### src/rtl/uart_tx_pkg.sv
// Shared constants and types for the buffered serial transmitter.
// Assumes 8N1 framing: one start bit, DATA_W data bits, one stop bit.
package uart_tx_pkg;
    localparam int DATA_W  = 8;
    localparam int DIV_W   = 16;
    localparam int FRAME_W = DATA_W + 2;

    typedef enum logic {
        SH_IDLE = 1'b0,
        SH_BUSY = 1'b1
    } sh_state_t;
endpackage

### src/rtl/uart_baud_gen.sv
// Bit-period timer: pulses tick on the last cycle of each bit period,
// which is divisor+1 cycles long. A restart puts the count back to zero
// so that a newly loaded frame gets a full first bit.
// Assumes divisor is stable while a frame is being sent.
module uart_baud_gen #(
    parameter int DIV_W = 16
) (
    input  logic             clk,
    input  logic             rst_n,
    input  logic             restart,
    input  logic [DIV_W-1:0] divisor,
    output logic             tick
);
    logic [DIV_W-1:0] cnt;

    assign tick = (cnt >= divisor);

    // Count cycles within the current bit period.
    always_ff @(posedge clk) begin
        if (!rst_n)
            cnt <= '0;
        else if (restart || tick)
            cnt <= '0;
        else
            cnt <= cnt + 1'b1;
    end
endmodule

### src/rtl/uart_hold_reg.sv
// One-word holding stage. A write stores the word and marks it full.
// A take empties it, unless a write arrives in the same cycle, in which
// case the new word stays held. A write to a full stage overwrites it.
module uart_hold_reg #(
    parameter int DATA_W = 8
) (
    input  logic              clk,
    input  logic              rst_n,
    input  logic              wr,
    input  logic [DATA_W-1:0] wr_data,
    input  logic              take,
    output logic              full,
    output logic [DATA_W-1:0] data
);
    // Capture written words and track occupancy.
    always_ff @(posedge clk) begin
        if (!rst_n) begin
            full <= 1'b0;
            data <= '0;
        end else if (wr) begin
            full <= 1'b1;
            data <= wr_data;
        end else if (take) begin
            full <= 1'b0;
        end
    end
endmodule

### src/rtl/uart_shifter.sv
// Frame shift register. A load fills it with a data frame
// (stop, data, start) or an all-ones idle frame, and each bit tick shifts
// it toward bit 0. Bit 0 drives the line. Vacated positions fill with
// ones, so the line idles high. An abort returns it to idle at once.
module uart_shifter
    import uart_tx_pkg::*;
#(
    parameter int D_W = 8
) (
    input  logic           clk,
    input  logic           rst_n,
    input  logic           abort,
    input  logic           bit_tick,
    input  logic           load,
    input  logic           load_idle,
    input  logic [D_W-1:0] load_data,
    output logic           busy,
    output logic           frame_end,
    output logic           txd
);
    localparam int F_W   = D_W + 2;
    localparam int IDX_W = $clog2(F_W);
    localparam logic [IDX_W-1:0] LAST_IDX = IDX_W'(F_W - 1);

    sh_state_t       state;
    logic [F_W-1:0]  sh;
    logic [IDX_W-1:0] idx;

    assign busy      = (state == SH_BUSY);
    assign frame_end = busy && bit_tick && (idx == LAST_IDX);
    assign txd       = sh[0];

    // Load, shift or retire the frame.
    always_ff @(posedge clk) begin
        if (!rst_n || abort) begin
            state <= SH_IDLE;
            sh    <= '1;
            idx   <= '0;
        end else if (load) begin
            state <= SH_BUSY;
            sh    <= load_idle ? '1 : {1'b1, load_data, 1'b0};
            idx   <= '0;
        end else if (busy && bit_tick) begin
            if (idx == LAST_IDX) begin
                state <= SH_IDLE;
                sh    <= '1;
                idx   <= '0;
            end else begin
                sh  <= {1'b1, sh[F_W-1:1]};
                idx <= idx + 1'b1;
            end
        end
    end
endmodule

### src/rtl/uart_tx_hold.sv
// Buffered serial transmitter top. It arbitrates what enters the shift
// register. An idle frame after enable comes first, then a held byte, then
// a write that bypasses the holding stage. It also keeps the completion
// flag and the interrupt request.
// Assumes wr_valid is a one-cycle strobe per byte.
module uart_tx_hold
    import uart_tx_pkg::*;
#(
    parameter int D_W = DATA_W,
    parameter int V_W = DIV_W
) (
    input  logic           clk,
    input  logic           rst_n,
    input  logic           tx_en,
    input  logic           irq_en,
    input  logic [V_W-1:0] divisor,
    input  logic           wr_valid,
    input  logic [D_W-1:0] wr_data,
    output logic           hold_empty,
    output logic           tx_done,
    output logic           irq,
    output logic           txd
);
    logic           en_q;
    logic           en_rise;
    logic           slot;
    logic           take_hold;
    logic           bypass;
    logic           load;
    logic           hold_full;
    logic [D_W-1:0] hold_data;
    logic           bit_tick;
    logic           busy;
    logic           frame_end;

    assign en_rise   = tx_en && !en_q;
    assign slot      = tx_en && (!busy || frame_end) && !en_rise;
    assign take_hold = slot && hold_full;
    assign bypass    = slot && !hold_full && wr_valid;
    assign load      = en_rise || take_hold || bypass;

    assign hold_empty = !hold_full;
    assign irq        = irq_en && !hold_full;

    // Remember the previous enable level to find its rising edge.
    always_ff @(posedge clk) begin
        if (!rst_n) en_q <= 1'b0;
        else        en_q <= tx_en;
    end

    // Completion flag: cleared by writes and loads, set when a frame retires.
    always_ff @(posedge clk) begin
        if (!rst_n)                tx_done <= 1'b1;
        else if (wr_valid || load) tx_done <= 1'b0;
        else if (frame_end)        tx_done <= 1'b1;
    end

    uart_baud_gen #(.DIV_W(V_W)) u_baud (
        .clk     (clk),
        .rst_n   (rst_n),
        .restart (load),
        .divisor (divisor),
        .tick    (bit_tick)
    );

    uart_hold_reg #(.DATA_W(D_W)) u_hold (
        .clk     (clk),
        .rst_n   (rst_n),
        .wr      (wr_valid && !bypass),
        .wr_data (wr_data),
        .take    (take_hold),
        .full    (hold_full),
        .data    (hold_data)
    );

    uart_shifter #(.D_W(D_W)) u_shift (
        .clk       (clk),
        .rst_n     (rst_n),
        .abort     (!tx_en),
        .bit_tick  (bit_tick),
        .load      (load),
        .load_idle (en_rise),
        .load_data (hold_full ? hold_data : wr_data),
        .busy      (busy),
        .frame_end (frame_end),
        .txd       (txd)
    );
endmodule

### config.mk
export PLATFORM = sky130hd
export DESIGN_NAME = uart_tx_hold
export DESIGN_NICKNAME = d
export VERILOG_FILES = /design/src/rtl/uart_tx_pkg.sv /design/src/rtl/uart_baud_gen.sv /design/src/rtl/uart_hold_reg.sv /design/src/rtl/uart_shifter.sv /design/src/rtl/uart_tx_hold.sv
export SDC_FILE = /design/constraint.sdc
export NUM_CORES = 1
export LEC_CHECK = 0
export ABC_AREA = 1
export BUFFER_PORTS_ARGS = -buffer_cell sky130_fd_sc_hd__buf_2
export CAP_MARGIN = 20
export CORE_MARGIN = 3
export CORE_UTILIZATION = 35
export DETAILED_ROUTE_END_ITERATION = 10
export GPL_TIMING_DRIVEN = 0
export PLACE_DENSITY = 0.58
export SETUP_SLACK_MARGIN = 0.3
export SLEW_MARGIN = 25
export SYNTH_ARGS = -nofsm -noshare
export SYNTH_HDL_FRONTEND = slang
export SYNTH_SLANG_ARGS = --single-unit
### constraint.sdc
create_clock -name clk -period 5.7 [get_ports clk]
set_clock_uncertainty 0.1 [all_clocks]
set_input_delay 0 -clock clk [delete_from_list [all_inputs] [get_ports clk]]
set_output_delay 0 -clock clk [all_outputs]
set_load 0.02 [all_outputs]
# ---- After elaboration in Yosys (flattened, before gate mapping)
# Cells that the tools add are included.
dict set report word_totals {
  output_inout_bits 4
  word_cells 56
  input_bits 29
  reg_bits 42
}
dict set report classes {
  n_eq_ne 1
  bitwise_logic 1
  mux 13
  n_reduce_logical 30
  n_lt_le_gt_ge 1
  n_addsub 2
}
# cell n
set ops {}
lappend ops {{10-bit two-way mux} 2}
lappend ops {{9-bit two-way mux} 2}
lappend ops {{16-bit by 1-bit adder with 16-bit output (second input constant)} 1}
lappend ops {{16-bit greater-or-equal comparator} 1}
lappend ops {{1-bit logical AND} 10}
lappend ops {{8-bit two-way mux} 1}
lappend ops {{2-bit nonzero test} 4}
lappend ops {{1-bit logical NOT} 7}
lappend ops {{1-bit two-way mux} 7}
lappend ops {{1-bit logical OR} 6}
lappend ops {{4-bit by 1-bit adder with 4-bit output (second input constant)} 1}
lappend ops {{4-bit == test (second input constant)} 1}
lappend ops {{4-bit two-way mux} 1}
lappend ops {{2-bit OR reduction} 2}
lappend ops {{2-bit AND reduction} 1}
lappend ops {{1-bit NOT} 1}

# ---- Logic depth before layout (Yosys ltp)
# Gate-level depths: netlist of the first run.
dict set report depth {
  ltp_word 11
  depth_mapped 21
}

# ---- Cells and area by module
# A second synthesis of the first run with hierarchy kept.
dict set report unflattened {
  hier_cells 367
  area_unflattened_um2 2514.9
}
# module area_per_inst_um2 cells_per_inst instances
set modules_own_cells {}
lappend modules_own_cells {uart_baud_gen 1192.4 169 1}
lappend modules_own_cells {uart_shifter 760.7 106 1}
lappend modules_own_cells {uart_hold_reg 304.0 38 1}
lappend modules_own_cells {uart_tx_hold 257.7 54 1}

# ---- Least setup slack after synthesis of the first run
# OpenSTA, ideal clock, no wires.
dict set report synth_path {
  path_kind {register -> register}
  from {register u_baud.cnt[0]}
  to {register u_baud.cnt[7]}
  setup_slack_ns 3.644
  period_less_slack_ns 2.056
  path_stages_with_launch 21
  setup_time_ns 0.121
  path_buffers 1
  t_arrival_ns 1.835
  t_required_ns 5.479
  cell_sequence {dfxtp_1 inv_1 ha_1 nand2_1 nor2_1 nor2_1 nand2_1 nand2_1 nand2_1 nand2_1 nand2_2 nand3_2 nand2_2 nand3_2 nand2_2 inv_2 nand2_4 nor2_2 nand2_2 buf_6 nor2_4}
}
dict set report synth_between {
  elab_chain_cells 11
  elab_cells_between_ends 14
  cone_classes {add/sub: 1; order compare: 1; reduce/logical: 12}
}
# item line
set synth_rtl {}
lappend synth_rtl {{start: declaration} uart_baud_gen.sv:14} ;# logic [DIV_W-1:0] cnt;
lappend synth_rtl {{start signal: assignment} uart_baud_gen.sv:25} ;# cnt <= cnt + 1'b1;
lappend synth_rtl {{16-bit greater-or-equal comparator} uart_baud_gen.sv:16} ;# assign tick = (cnt >= divisor);
lappend synth_rtl {{1-bit logical AND (2 in series)} uart_shifter.sv:30} ;# assign frame_end = busy && bit_tick && (idx == LAST_IDX);
lappend synth_rtl {{1-bit logical OR} uart_tx_hold.sv:37} ;# assign slot = tx_en && (!busy || frame_end) && !en_rise;
lappend synth_rtl {{1-bit logical AND (2 in series)} uart_tx_hold.sv:37}
lappend synth_rtl {{1-bit logical AND, on equally long branches} {uart_tx_hold.sv:38, uart_tx_hold.sv:39}}
lappend synth_rtl {{1-bit logical OR or 1-bit logical AND (tied branches)} {uart_tx_hold.sv:40, uart_tx_hold.sv:39}}
lappend synth_rtl {{1-bit logical OR} uart_tx_hold.sv:40} ;# assign load = en_rise || take_hold || bypass;
lappend synth_rtl {{1-bit logical OR} uart_baud_gen.sv:22} ;# else if (restart || tick)
lappend synth_rtl {{2-bit OR reduction (no source line)} -}
# Several ways; a longest one is shown, not always the timed one.
# A chain may end at the register's enable or synchronous reset.

# ---- Worst setup path after layout of the first run
dict set report layout_path {
  from {register u_baud.cnt[0]}
  to {register u_shift.sh[8]}
}
dict set report layout_between {
  elab_chain_cells 10
  elab_cells_between_ends 13
  cone_classes {order compare: 1; mux: 1; reduce/logical: 11}
}
# item line
set layout_rtl {}
lappend layout_rtl {{16-bit greater-or-equal comparator (*)} uart_baud_gen.sv:16}
lappend layout_rtl {{1-bit logical AND (*)} {uart_shifter.sv:30, uart_shifter.sv:43}}
lappend layout_rtl {{1-bit logical AND} uart_shifter.sv:30}
lappend layout_rtl {{1-bit logical OR} uart_tx_hold.sv:37}
lappend layout_rtl {{1-bit logical AND (2 in series)} uart_tx_hold.sv:37}
lappend layout_rtl {{1-bit logical AND, on equally long branches} {uart_tx_hold.sv:38, uart_tx_hold.sv:39}}
lappend layout_rtl {{1-bit logical OR or 1-bit logical AND (tied branches)} {uart_tx_hold.sv:40, uart_tx_hold.sv:39}}
lappend layout_rtl {{1-bit logical OR} uart_tx_hold.sv:40}
lappend layout_rtl {{10-bit two-way mux or 2-bit nonzero test (tied branches)} -}
lappend layout_rtl {{end signal: assignment} uart_shifter.sv:41} ;# sh <= load_idle ? '1 : {1'b1, load_data, 1'b0};
lappend layout_rtl {{end signal: assignment} uart_shifter.sv:49} ;# sh <= {1'b1, sh[F_W-1:1]};
lappend layout_rtl {{end: declaration} uart_shifter.sv:26} ;# logic [F_W-1:0] sh;
# Every way passes the cells marked *; elsewhere a longest branch is shown, timed or not.

==> results of run 1 <==
[sequential cells by signal, summed over array words and instances, names as in the netlist]
name / flops
u_hold.data: 8
en_q: 1
u_shift.idx: 4
tx_done: 1
u_baud.cnt: 16
u_shift.busy: 1
u_hold.full: 1
u_shift.sh: 9
[routing by layer]
layer / GRT usage, % / wire length, um / up-vias
met5: 0 / 0 / -
met4: 4.465 / 48 / 0
met1: 16.33 / 2355 / 965
met3: 2.212 / 186 / 5
li1: - / - / 1175
met2: 24.63 / 2373 / 35
[logic make-up after synthesis]
| kind of cell | count (synthesis) | share of synthesized area [%] |
|---|---|---|
| XOR/XNOR | 14 | 5.094 |
| adder cells (fa/ha/maj) | 17 | 8.836 |
| AO/OA/AOI/OAI | 37 | 7.952 |
| buffers and inverters | 58 | 10.60 |
| AND/OR/NAND/NOR | 168 | 33.42 |
| flip-flops | 41 | 34.10 |
[layout make-up]
class | instances | area [um^2] | share of cell area (%)
clock inverters | 3 | 65.06 | 2.238
inverters | 48 | 180.2 | 6.196
flip-flops and latches | 41 | 820.8 | 28.23
clock buffers | 5 | 68.82 | 2.367
well taps | 77 | 96.34 | 3.313
multi-input cells | 236 | 1331 | 45.78
repair buffers | 43 | 270.3 | 9.294
plain buffers | 10 | 75.07 | 2.582
[through the flow]
step                util [%]  setup WS [ns]  area, um^2  cells
floorplan                  -          3.644        2407    335
global placement       41.01          3.357        2664    444
detailed placement     41.01          3.348        2664    444
CTS                    44.77          3.327        2908    463
global route           44.77          3.097        2908    463
finish                 44.77          3.350        2908    463
[power by group through the flow]
stage | clock network, W | logic, W | registers [W]
finish | 0.000276 | 0.0000927 | 0.000302
global route | 0.000296 | 0.000107 | 0.000304
floorplan | 0 | 0.0000605 | 0.000309
CTS | 0.000286 | 0.0000935 | 0.000302
detailed placement | 0 | 0.0000874 | 0.000309
global placement | 0 | 0.0000864 | 0.000309
[path summary, 6_finish.rpt]
kind,startpoint,end,slack (ns),depth (start not counted)
setup / recovery,u_baud.cnt[0]$_SDFF_PP0_,u_shift.sh[8]$_SDFFE_PP1P_,3.35,15
hold / removal,irq_en,irq,0.21,4
setup reg to reg,u_baud.cnt[0]$_SDFF_PP0_,u_shift.sh[8]$_SDFFE_PP1P_,3.35,15
hold reg to reg,u_baud.cnt[0]$_SDFF_PP0_,u_baud.cnt[0]$_SDFF_PP0_,0.38,1
[placed cells by master (no fill, tap or decap)]
cell type / instances
buf_4: 1
clkinv_2: 1
o22ai_1: 1
clkbuf_8: 6
ha_1: 17
inv_2: 2
and3b_1: 1
nand2_1: 65
nor2_1: 37
or2_2: 1
nand2_2: 5
inv_1: 45
a21oi_1: 15
nor3_1: 4
nor3_4: 1
clkbuf_1: 3
dfxtp_1: 41
dlygate4sd3_1: 11
buf_6: 3
nand3_1: 24
nor2_4: 1
nor3b_1: 1
o21a_1: 2
nor4_2: 1
nand2_4: 1
xor2_1: 9
xnor2_1: 5
buf_2: 33
nand4_1: 12
clkinv_1: 1
nand4_2: 1
nand3_2: 2
o21ai_0: 19
bufinv_16: 2
nor2_2: 11
buf_1: 1
[worst max-delay path, cell delays in order (launching register included)]
cell and delay (ns):
dfxtp_1 0.38, inv_1 0.06, ha_1 0.26, nand2_1 0.07
nor2_1 0.04, nor2_1 0.08, nand2_1 0.07, nand2_1 0.06
nand2_1 0.05, nand2_1 0.06, nand2_2 0.08, nand2_1 0.16
buf_1 0.41, nand3_1 0.17, nand2_1 0.11, nand3_1 0.07
==> flow_summary.yaml, run 1 <==
sta:
  whs_ns: 0.2073
  slew_headroom_pct: 67.65
  period_needed_ns: 2.350
  tns_ns: 0
  worstMarginPinSlew_ns: 0.4852
  finalSetupViolCount: 0
  fin_crit_sh_pct: 41.23
  rsz0062_at_grt: "false"
  hold_viol: 0
  fmaxAchievable_mhz: 425.5
  drv_slew: 0
logic_synthesis:
  synth_largest_area_cell: "dfxtp_1"
  synth_fp_nets: 381
  synth_common_cells: "nand2_1 (65), inv_1 (45), dfxtp_1 (41), nor2_1 (37), nand3_1 (24)"
  ys_seq_area_share_pct: 34.10
  yosysMostFrequentCell: "nand2_1"
  yosysWarnings: 0
  syn_inst: 335
  async_reset_ff_share_pct: 0
  synth_cell_types: 33
  synthesis.area_mm2: 0.002407
  synth-edff-count: 0
  ys_seq_elements: 41
  syn_area_per_cell_um2: 7.186
  synth_top_cells_by_area: "dfxtp_1 (34%), nand2_1 (10%), ha_1 (8.8%)"
  synth_ff_type: "dfxtp_1"
  synth_top_cell_area_share_pct: 34.10
placed_design:
  place_hpwl_um: 3640
  io_buffers: 32
  gpl.final_weighted_congestion: 0.7317
clocking:
  ctsHoldBuffers: 11
  clk_pin_slew_ns: 0.08
  cts_setup_buffers: 0
  clock_sinks: 41
  clockBufferDepth: 2
  clk-insertion-delay-late_ns: 0.29
  ctsHtreeMaxLevel: 2
  cts_tree: "yes"
  post_cts_resized: 0
  cts_root_buffer: "clkbuf_8"
  numCtsBuffers: 5
setup_path:
  worstSetupStartpointType: "flip-flop"
  end_kind: "flip-flop"
  crit_fanout: 10
  worstPathArrival_ns: 2.41
  crit_type: "flip-flop to flip-flop"
  crit_required_ns: 5.76
floorplan:
  die_x_um: 88.94
  initial_core_util_pct: 37.06
  std_cell_rows: 29
  die_area_mm2: 0.007909
  coreArea_mm2: 0.006495
  ios: 33
  fp.dieH_um: 88.94
pwr:
  p_sw_share_pct: 23.96
  ir_drop_mv: 0.1788
  power.share.sequential_pct: 45.1
  internal-power_w: 0.0005100
  p_leak_nw: 1.403
  power.total_w: 0.0006707
  power_density_mw_per_mm2: 230.7
  switchingPower_w: 0.0001607
  combPwrFrac_pct: 13.8
  p_clk_share_pct: 41.1
job:
  max_cap_viol_count: 0
run_status:
  outcome: "complete, no violations"
global_route:
  grt_pass1_wl_um: 8666
  antenna_found_initial: 0
  grt_max_degree: 14
  track_usage_pct: 13.60
  grt-ovfl-total: 0
  grt_pass1_vias: 2081
detailed_routing:
  drc_errors: 0
  dr.pass1.iters: 4
  wirelength_um: 4964
  drtIter0Drc: 105
  vias_per_cell: 4.708
  ant_nets: 0
  avgRoutedWirePerCell_um: 10.72
  vias: 2180
cells_and_area:
  syn_to_final_growth_pct: 20.79
  antenna_cells: 0
  layout.nets: 431
  fillCellCount: 688
  drive_gt1_share_pct: 18.65
min_path:
  hold_path.class: "input port to output port"
Note: power is estimated with default switching activity, not from simulation.
==> inputs of run 2 (changes only) <==
ABC_AREA = 0   (was 1)
clock period = 2.4 ns   (was 5.7 ns; I/O delays follow)
==> run 2 against run 1 <==
  * The flow now finishes with violations (negative setup slack)
  * Via count decreased by 0.14%
  * Critical path depth decreased by 5
  * First-iteration DRC count decreased by 31%
  * Utilization increased by 5.6 points
  * Non-clock buffer count increased by 17
  * Cell area increased by 12%
  * Hold slack got worse by 0.17 ns
  * Worst setup slack got worse by 3.5 ns
  * Highest routed layer unchanged
==> flow_summary.yaml, run 2 <==
run_status:
  outcome: "finished with violations"
  violations: "negative setup slack"
setup_path:
  end_kind: "flip-flop"
  max_stage_delay_ns: 0.49
  reg2reg_from: "u_baud.cnt[11]$_SDFF_PP0_"
  crit_fanout: 5
  r2r-end: "u_shift.idx[3]$_SDFFE_PP0P_"
  worst_path_most_repeated_cell: "buf_6"
  path_cells: "ha_4 > nand2_2 > nor3_4 > or4b_4 > and3_4 > buf_4 > buf_6 > buf_6 > o31ai_4 > a211oi_2"
  worstPathArrival_ns: 2.58
  crit_slowest_cell: "or4b_4"
  crit_type: "flip-flop to flip-flop"
  regToRegSetupSlack_ns: -0.12
  crit_required_ns: 2.46
  r2r_cells: 10
  worstSetupStartpointType: "flip-flop"
detailed_routing:
  avgRoutedWirePerCell_um: 13.25
  highest_layer: "met4"
  wirelength_um: 5699
  drc_errors: 0
  ant_nets: 0
  vias_per_cell: 5.063
  met3WireLength_um: 160
  wl_met1_um: 2626
  vias: 2177
  dr.pass1.iters: 4
  drtIter0Drc: 72
  dr_wl_met2_um: 2839
sta:
  fin_crit_sh_pct: 105.1
  rsz0062_at_grt: "true"
  setup_ws_ns: -0.1220
  worstMarginPinSlew_ns: 0.6089
  hold_viol: 0
  finalSetupViolCount: 28
  fmaxAchievable_mhz: 396.5
  period_needed_ns: 2.522
  slew_headroom_pct: 59.41
  drv_slew: 0
global_route:
  antenna_found_initial: 0
  track_usage_pct: 15.34
  grt_pass1_wl_um: 9549
  grt_max_degree: 12
  grt-ovfl-total: 0
  grt_pass1_vias: 2130
floorplan:
  initial_core_util_pct: 36.81
  die_x_um: 88.66
  ios: 33
  fp.dieH_um: 88.66
  std_cell_rows: 29
  coreArea_mm2: 0.006495
  die_area_mm2: 0.007860
job:
  max_cap_viol_count: 0
pwr:
  power_density_mw_per_mm2: 423.9
  power.total_w: 0.001386
  combPwrFrac_pct: 17.0
  p_leak_nw: 1.296
  ir_drop_mv: 0.1998
  p_sw_share_pct: 26.66
  power.share.sequential_pct: 51.2
  internal-power_w: 0.001016
  switchingPower_w: 0.0003694
  p_clk_share_pct: 31.8
logic_synthesis:
  ys_seq_elements: 41
  synth_top_cells_by_area: "dfxtp_1 (34%), ha_1 (8.9%), mux2i_1 (6.7%)"
  synth_top_cell_area_share_pct: 34.33
  syn_inst: 288
  synth_fp_nets: 334
  synth_largest_area_cell: "dfxtp_1"
  synthesis.area_mm2: 0.002391
  synth_common_cells: "dfxtp_1 (41), nand2_1 (41), nor2_1 (27), inv_1 (21), ha_1 (17)"
  yosysWarnings: 0
  synth-edff-count: 0
  synth_cell_types: 45
  syn_area_per_cell_um2: 8.302
  ys_seq_area_share_pct: 34.33
  async_reset_ff_share_pct: 0
  synth_ff_type: "dfxtp_1"
cells_and_area:
  layout.nets: 398
  top_regs: "u_baud.cnt (16), u_shift.sh (9), u_hold.data (8)"
  largest_reg_flops: 16
  mostFrequentLayoutCell: "nand2_1"
  fin_cells: 430
  antenna_cells: 0
  drive_gt1_share_pct: 29.75
  syn_to_final_growth_pct: 36.73
  regMostFlops: "u_baud.cnt"
  layout_common_cells: "nand2_1 (39), buf_2 (35), dfxtp_1 (33), inv_1 (21), nor2_1 (19)"
clocking:
  clk_pin_slew_ns: 0.08
  ctsHtreeMaxLevel: 2
  clock_sinks: 41
  clk-insertion-delay-late_ns: 0.29
  cts_root_buffer: "clkbuf_8"
  numCtsBuffers: 5
  cts_tree: "yes"
  clockBufferDepth: 2
min_path:
  hold_path.class: "input port to flip-flop"
  hold_depth: 4
  min_to: "u_baud.cnt[13]$_SDFF_PP0_"
  hold_path_startpoint: "rst_n"
placed_design:
  io_buffers: 32
  place_ws_ns: -0.3417
  gpl.final_weighted_congestion: 0.8186
  place_hpwl_um: 3931
  dp.cells: 397
[run 2: power by group through the flow]
stage | Clock, W | Sequential, W | Combinational, W
final | 0.000441 | 0.000709 | 0.000236
after global routing | 0.000480 | 0.000712 | 0.000263
after CTS | 0.000444 | 0.000709 | 0.000231
after detailed placement | 0 | 0.000729 | 0.000192
after global placement | 0 | 0.000729 | 0.000189
after floorplan | 0 | 0.000728 | 0.000128
[run 2: layer usage]
layer  up-vias  GRT usage, %
met5         -             0
li1       1131             -
met2        25         26.65
met3         7         3.259
met1      1014         19.30
met4         0         3.709
[run 2: worst max-delay path: cells and delay by family (launching register included)]
kind            cells  cell delay (ns)
simple gates        4             0.95
buf+inv             3             0.36
compound gates      2             0.35
flops               1             0.37
fa+ha+maj           1             0.27
[run 2: area by class of cell]
| class | count | area (um^2) |
|---|---|---|
| multi-input combinational | 212 | 1673 |
| sequential | 41 | 840.8 |
| buffer | 13 | 96.34 |
| inverter | 22 | 82.58 |
| timing repair buffer | 57 | 400.4 |
| clock buffer | 8 | 80.08 |
| tap | 77 | 96.34 |
| fill | 598 | 3226 |
[run 2: how the worst max path moves through the flow]
stage                              start                     endpoint  slack, ns  cells after the start
2_1_floorplan  u_baud.cnt[12]$_SDFF_PP0_  u_shift.idx[1]$_SDFFE_PP0P_     -0.002                      8
3_3_place_gp   u_baud.cnt[12]$_SDFF_PP0_   u_shift.sh[5]$_SDFFE_PP1P_      -0.34                      8
3_5_place_dp   u_baud.cnt[13]$_SDFF_PP0_    u_baud.cnt[10]$_SDFF_PP0_      -0.34                      9
4_1_cts        u_baud.cnt[14]$_SDFF_PP0_  u_shift.idx[1]$_SDFFE_PP0P_      -0.10                      8
5_1_grt        u_baud.cnt[14]$_SDFF_PP0_  u_hold.data[7]$_SDFFE_PN0P_      -0.21                      9
6_report       u_baud.cnt[11]$_SDFF_PP0_  u_shift.idx[3]$_SDFFE_PP0P_      -0.12                     10
[run 2: cell families after synthesis]
| kind of cell | count (synthesis) | share of synthesized area, % |
|---|---|---|
| compound gates | 41 | 11.62 |
| xor+xnor | 17 | 6.227 |
| fa+ha+maj | 17 | 8.896 |
| buf+inv | 35 | 6.332 |
| flops | 41 | 34.33 |
| mux | 16 | 6.698 |
| simple gates | 121 | 25.90 |
[run 2: metrics by stage]
stage,util [%],TNS (ns),cell area [um^2],hold WS (ns)
final,50.34,-1.533,3269,0.04188
after floorplan,-,-0.005961,2489,0.04210
after detailed placement,42.27,-8.417,2745,0.1702
after global placement,42.27,-8.318,2745,0.1593
after CTS,49.07,-0.9029,3187,0.04885
after global routing,50.34,-4.984,3269,0.06614
[run 2: what timing repair did]
| action | CTS | global route |
|---|---|---|
| hold buffers | 9 | 0 |
| setup buffers | 11 | 2 |
| pin swaps | 7 | 10 |
| hold endpoints to repair | 10 | 0 |
| gates cloned | 3 | 0 |
| setup endpoints to repair | 40 | 40 |
| resized for setup | 33 | 19 |
==> inputs of run 3 (changes only) <==
SYNTH_HIERARCHICAL = 1   (was not set)
==> run 3 against run 2 <==
  * The flow still finishes with violations (negative setup slack)
  * Fmax decreased by 7.4%
  * Global-route usage decreased by 1.1 points
  * Wire length decreased by 8.3%
  * Critical path type unchanged
  * Largest power group unchanged
  * Highest routed layer unchanged
==> flow_summary.yaml, run 3 <==
cells_and_area:
  largest_reg_flops: 16
  final_area_mm2: 0.003357
  regMostFlops: "u_baud/cnt"
  syn_to_final_growth_pct: 41.28
  mostFrequentLayoutCell: "buf_2"
  fillCellCount: 595
  multi_input_area_mm2: 0.001675
  antenna_cells: 0
  regArea_um2: 847.1
  top_regs: "u_baud/cnt (16), u_shift/sh (9), u_hold/data (8)"
  drive_gt1_share_pct: 43.93
  layout.nets: 367
  fin_cells: 398
  layout_common_cells: "buf_2 (33), dfxtp_1 (30), inv_1 (22), buf_4 (16), nor2b_1 (13)"
setup_path:
  max_stage_delay_ns: 0.40
  end_kind: "flip-flop"
  crit_required_ns: 2.45
  path_buf_inv: 2
  worstSetupEndpoint: "u_shift/sh[5]$_SDFFE_PP1P_"
  worstSetupPathDepth: 14
  worst_path_most_repeated_cell: "nand2b_4"
  crit_slowest_cell: "a2111o_1"
  worstSetupStartpointType: "flip-flop"
  crit_fanout: 10
  r2r-end: "u_shift/sh[5]$_SDFFE_PP1P_"
  path_cells: "inv_2 > ha_4 > nand2b_4 > a2111o_1 > a31oi_4 > nand3b_1 > nand2_2 > nor2b_2 > nand2b_4 > o21ai_4 > a21oi_4 > buf_8 > o32ai_2 > o211ai_1"
  r2r_cells: 14
  reg2reg_from: "u_baud/cnt[0]$_SDFF_PP0_"
  cp_top_family: "compound AO/OA/AOI/OAI gates"
  cp-startpoint: "u_baud/cnt[0]$_SDFF_PP0_"
  regToRegSetupSlack_ns: -0.32
  worstPathArrival_ns: 2.77
  crit_type: "flip-flop to flip-flop"
clocking:
  clk-insertion-delay-late_ns: 0.29
  cts_root_buffer: "clkbuf_8"
  ctsHtreeMaxLevel: 2
  clock_sinks: 41
  clk_pin_slew_ns: 0.08
  cts_tree: "yes"
  clockBufferDepth: 2
  numCtsBuffers: 5
logic_synthesis:
  syn_inst: 248
  ys_seq_area_share_pct: 34.54
  yosysWarnings: 6
  synth_largest_area_cell: "dfxtp_1"
  synth-edff-count: 0
  synthesis.area_mm2: 0.002376
  synth_top_cells_by_area: "dfxtp_1 (35%), ha_1 (9.0%), o32ai_2 (4.8%)"
  synth_top_cell_area_share_pct: 34.54
  syn_area_per_cell_um2: 9.581
  synth_common_cells: "dfxtp_1 (41), inv_1 (23), ha_1 (17), nor2_1 (15), nor2b_1 (15)"
  synth_cell_types: 47
  synth_ff_type: "dfxtp_1"
  synth_fp_nets: 294
  yosysMostFrequentCell: "dfxtp_1"
  ys_seq_elements: 41
  async_reset_ff_share_pct: 0
run_status:
  violations: "negative setup slack"
  outcome: "finished with violations"
sta:
  slew_headroom_pct: 60.64
  fmaxAchievable_mhz: 367.3
  hold_viol: 0
  finalSetupViolCount: 40
  fin_crit_sh_pct: 113.4
  worstMarginPinSlew_ns: 0.5860
  drv_slew: 0
  whs_ns: 0.2318
  rsz0062_at_grt: "true"
  tns_ns: -10.31
  period_needed_ns: 2.722
  setup_ws_ns: -0.3225
global_route:
  grt-ovfl-total: 0
  grt_pass1_vias: 1913
  antenna_found_initial: 0
  grt_pass1_wl_um: 8659
  track_usage_pct: 14.23
  grt_max_degree: 14
min_path:
  hold_path.class: "input port to output port"
pwr:
  p_leak_nw: 1.402
  power_density_mw_per_mm2: 428.2
  ir_drop_mv: 0.1913
  power.total_w: 0.001437
detailed_routing:
  vias: 1959
  drc_errors: 0
  dr.pass1.iters: 4
  ant_nets: 0
  avgRoutedWirePerCell_um: 13.13
  drtIter0Drc: 57
  wirelength_um: 5224
  vias_per_cell: 4.922
placed_design:
  gpl.final_weighted_congestion: 0.7272
  dp.cells: 357
  place_hpwl_um: 3504
  io_buffers: 32
  placed_area_mm2: 0.002676
floorplan:
  coreArea_mm2: 0.006459
  initial_core_util_pct: 36.79
  std_cell_rows: 29
  ios: 33
  die_x_um: 88.40
  die_area_mm2: 0.007814
  fp.dieH_um: 88.40
job:
  max_cap_viol_count: 0
==> run 3: power breakdown <==
part | leakage, nW | switching, W | internal [W]
Sequential | 0.341 | 0.0000162 | 0.000697
Combinational | 1.02 | 0.000133 | 0.000150
Clock | 0.0412 | 0.000240 | 0.000202
==> run 3: kinds of logic (layout without fill, tap and decap cells) <==
| family | after synthesis | after routing | synth area share, % |
|---|---|---|---|
| flops | 41 | 41 | 34.54 |
| simple gates | 87 | 87 | 21.80 |
| xor+xnor | 16 | 16 | 5.898 |
| mux | 16 | 16 | 7.162 |
| fa+ha+maj | 17 | 17 | 8.952 |
| compound gates | 39 | 39 | 15.43 |
| buf+inv | 32 | 105 | 6.214 |
==> run 3: worst min-delay path by stage <==
stage                   from              endpoint  slack (ns)  depth (start not counted)
floorplan              rst_n  tx_done$_SDFFE_PN1P_       -0.04                          1
global placement    wr_valid  tx_done$_SDFFE_PN1P_        0.16                          2
detailed placement  wr_valid  tx_done$_SDFFE_PN1P_        0.16                          2
CTS                   irq_en                   irq        0.23                          3
global route          irq_en                   irq        0.27                          3
finish                irq_en                   irq        0.23                          3
==> run 3: worst reg2reg max path, stage by stage, from the launching register on <==
cell and delay (ns):
dfxtp_4 0.35, inv_2 0.06, ha_4 0.18, nand2b_4 0.12, a2111o_1 0.40, a31oi_4 0.20, nand3b_1 0.13, nand2_2 0.10
nor2b_2 0.05, nand2b_4 0.16, o21ai_4 0.08, a21oi_4 0.11, buf_8 0.18, o32ai_2 0.24, o211ai_1 0.12
==> run 3: final cells by class <==
| cell class | count | area share (%) |
|---|---|---|
| plain buffers | 9 | 2.758 |
| repair buffers | 66 | 14.24 |
| clock inverters | 1 | 0.2609 |
| clock buffers | 6 | 2.162 |
| multi-input cells | 175 | 49.91 |
| well taps | 77 | 2.870 |
| flip-flops and latches | 41 | 25.23 |
| inverters | 23 | 2.572 |
==> run 3: per-stage QoR <==
step                utilization (%)  setup WS (ns)
floorplan                         -        -0.4098
global placement              41.44        -0.6972
detailed placement            41.44        -0.7601
CTS                           48.24        -0.3491
global route                  51.98        -0.4644
finish                        51.98        -0.3225
==> run 3: routing by layer <==
metal / part of all wire [%] / routed length (um) / track usage, %
met1: 46 / 2415 / 18.30
met2: 49 / 2578 / 23.59
met3: 3.2 / 165 / 3.352
met4: 1.2 / 65 / 4.533
met5: 0 / 0 / 0
==> run 3: repair_timing <==
action | 4_1_cts | 5_1_grt
endpoints found under the hold margin | 12 | 0
buffers inserted | 13 | 8
hold buffers | 11 | 0
setup endpoints to repair | 40 | 40
gates resized for setup | 29 | 37
cloned | 2 | 0
pin swaps | 4 | 25
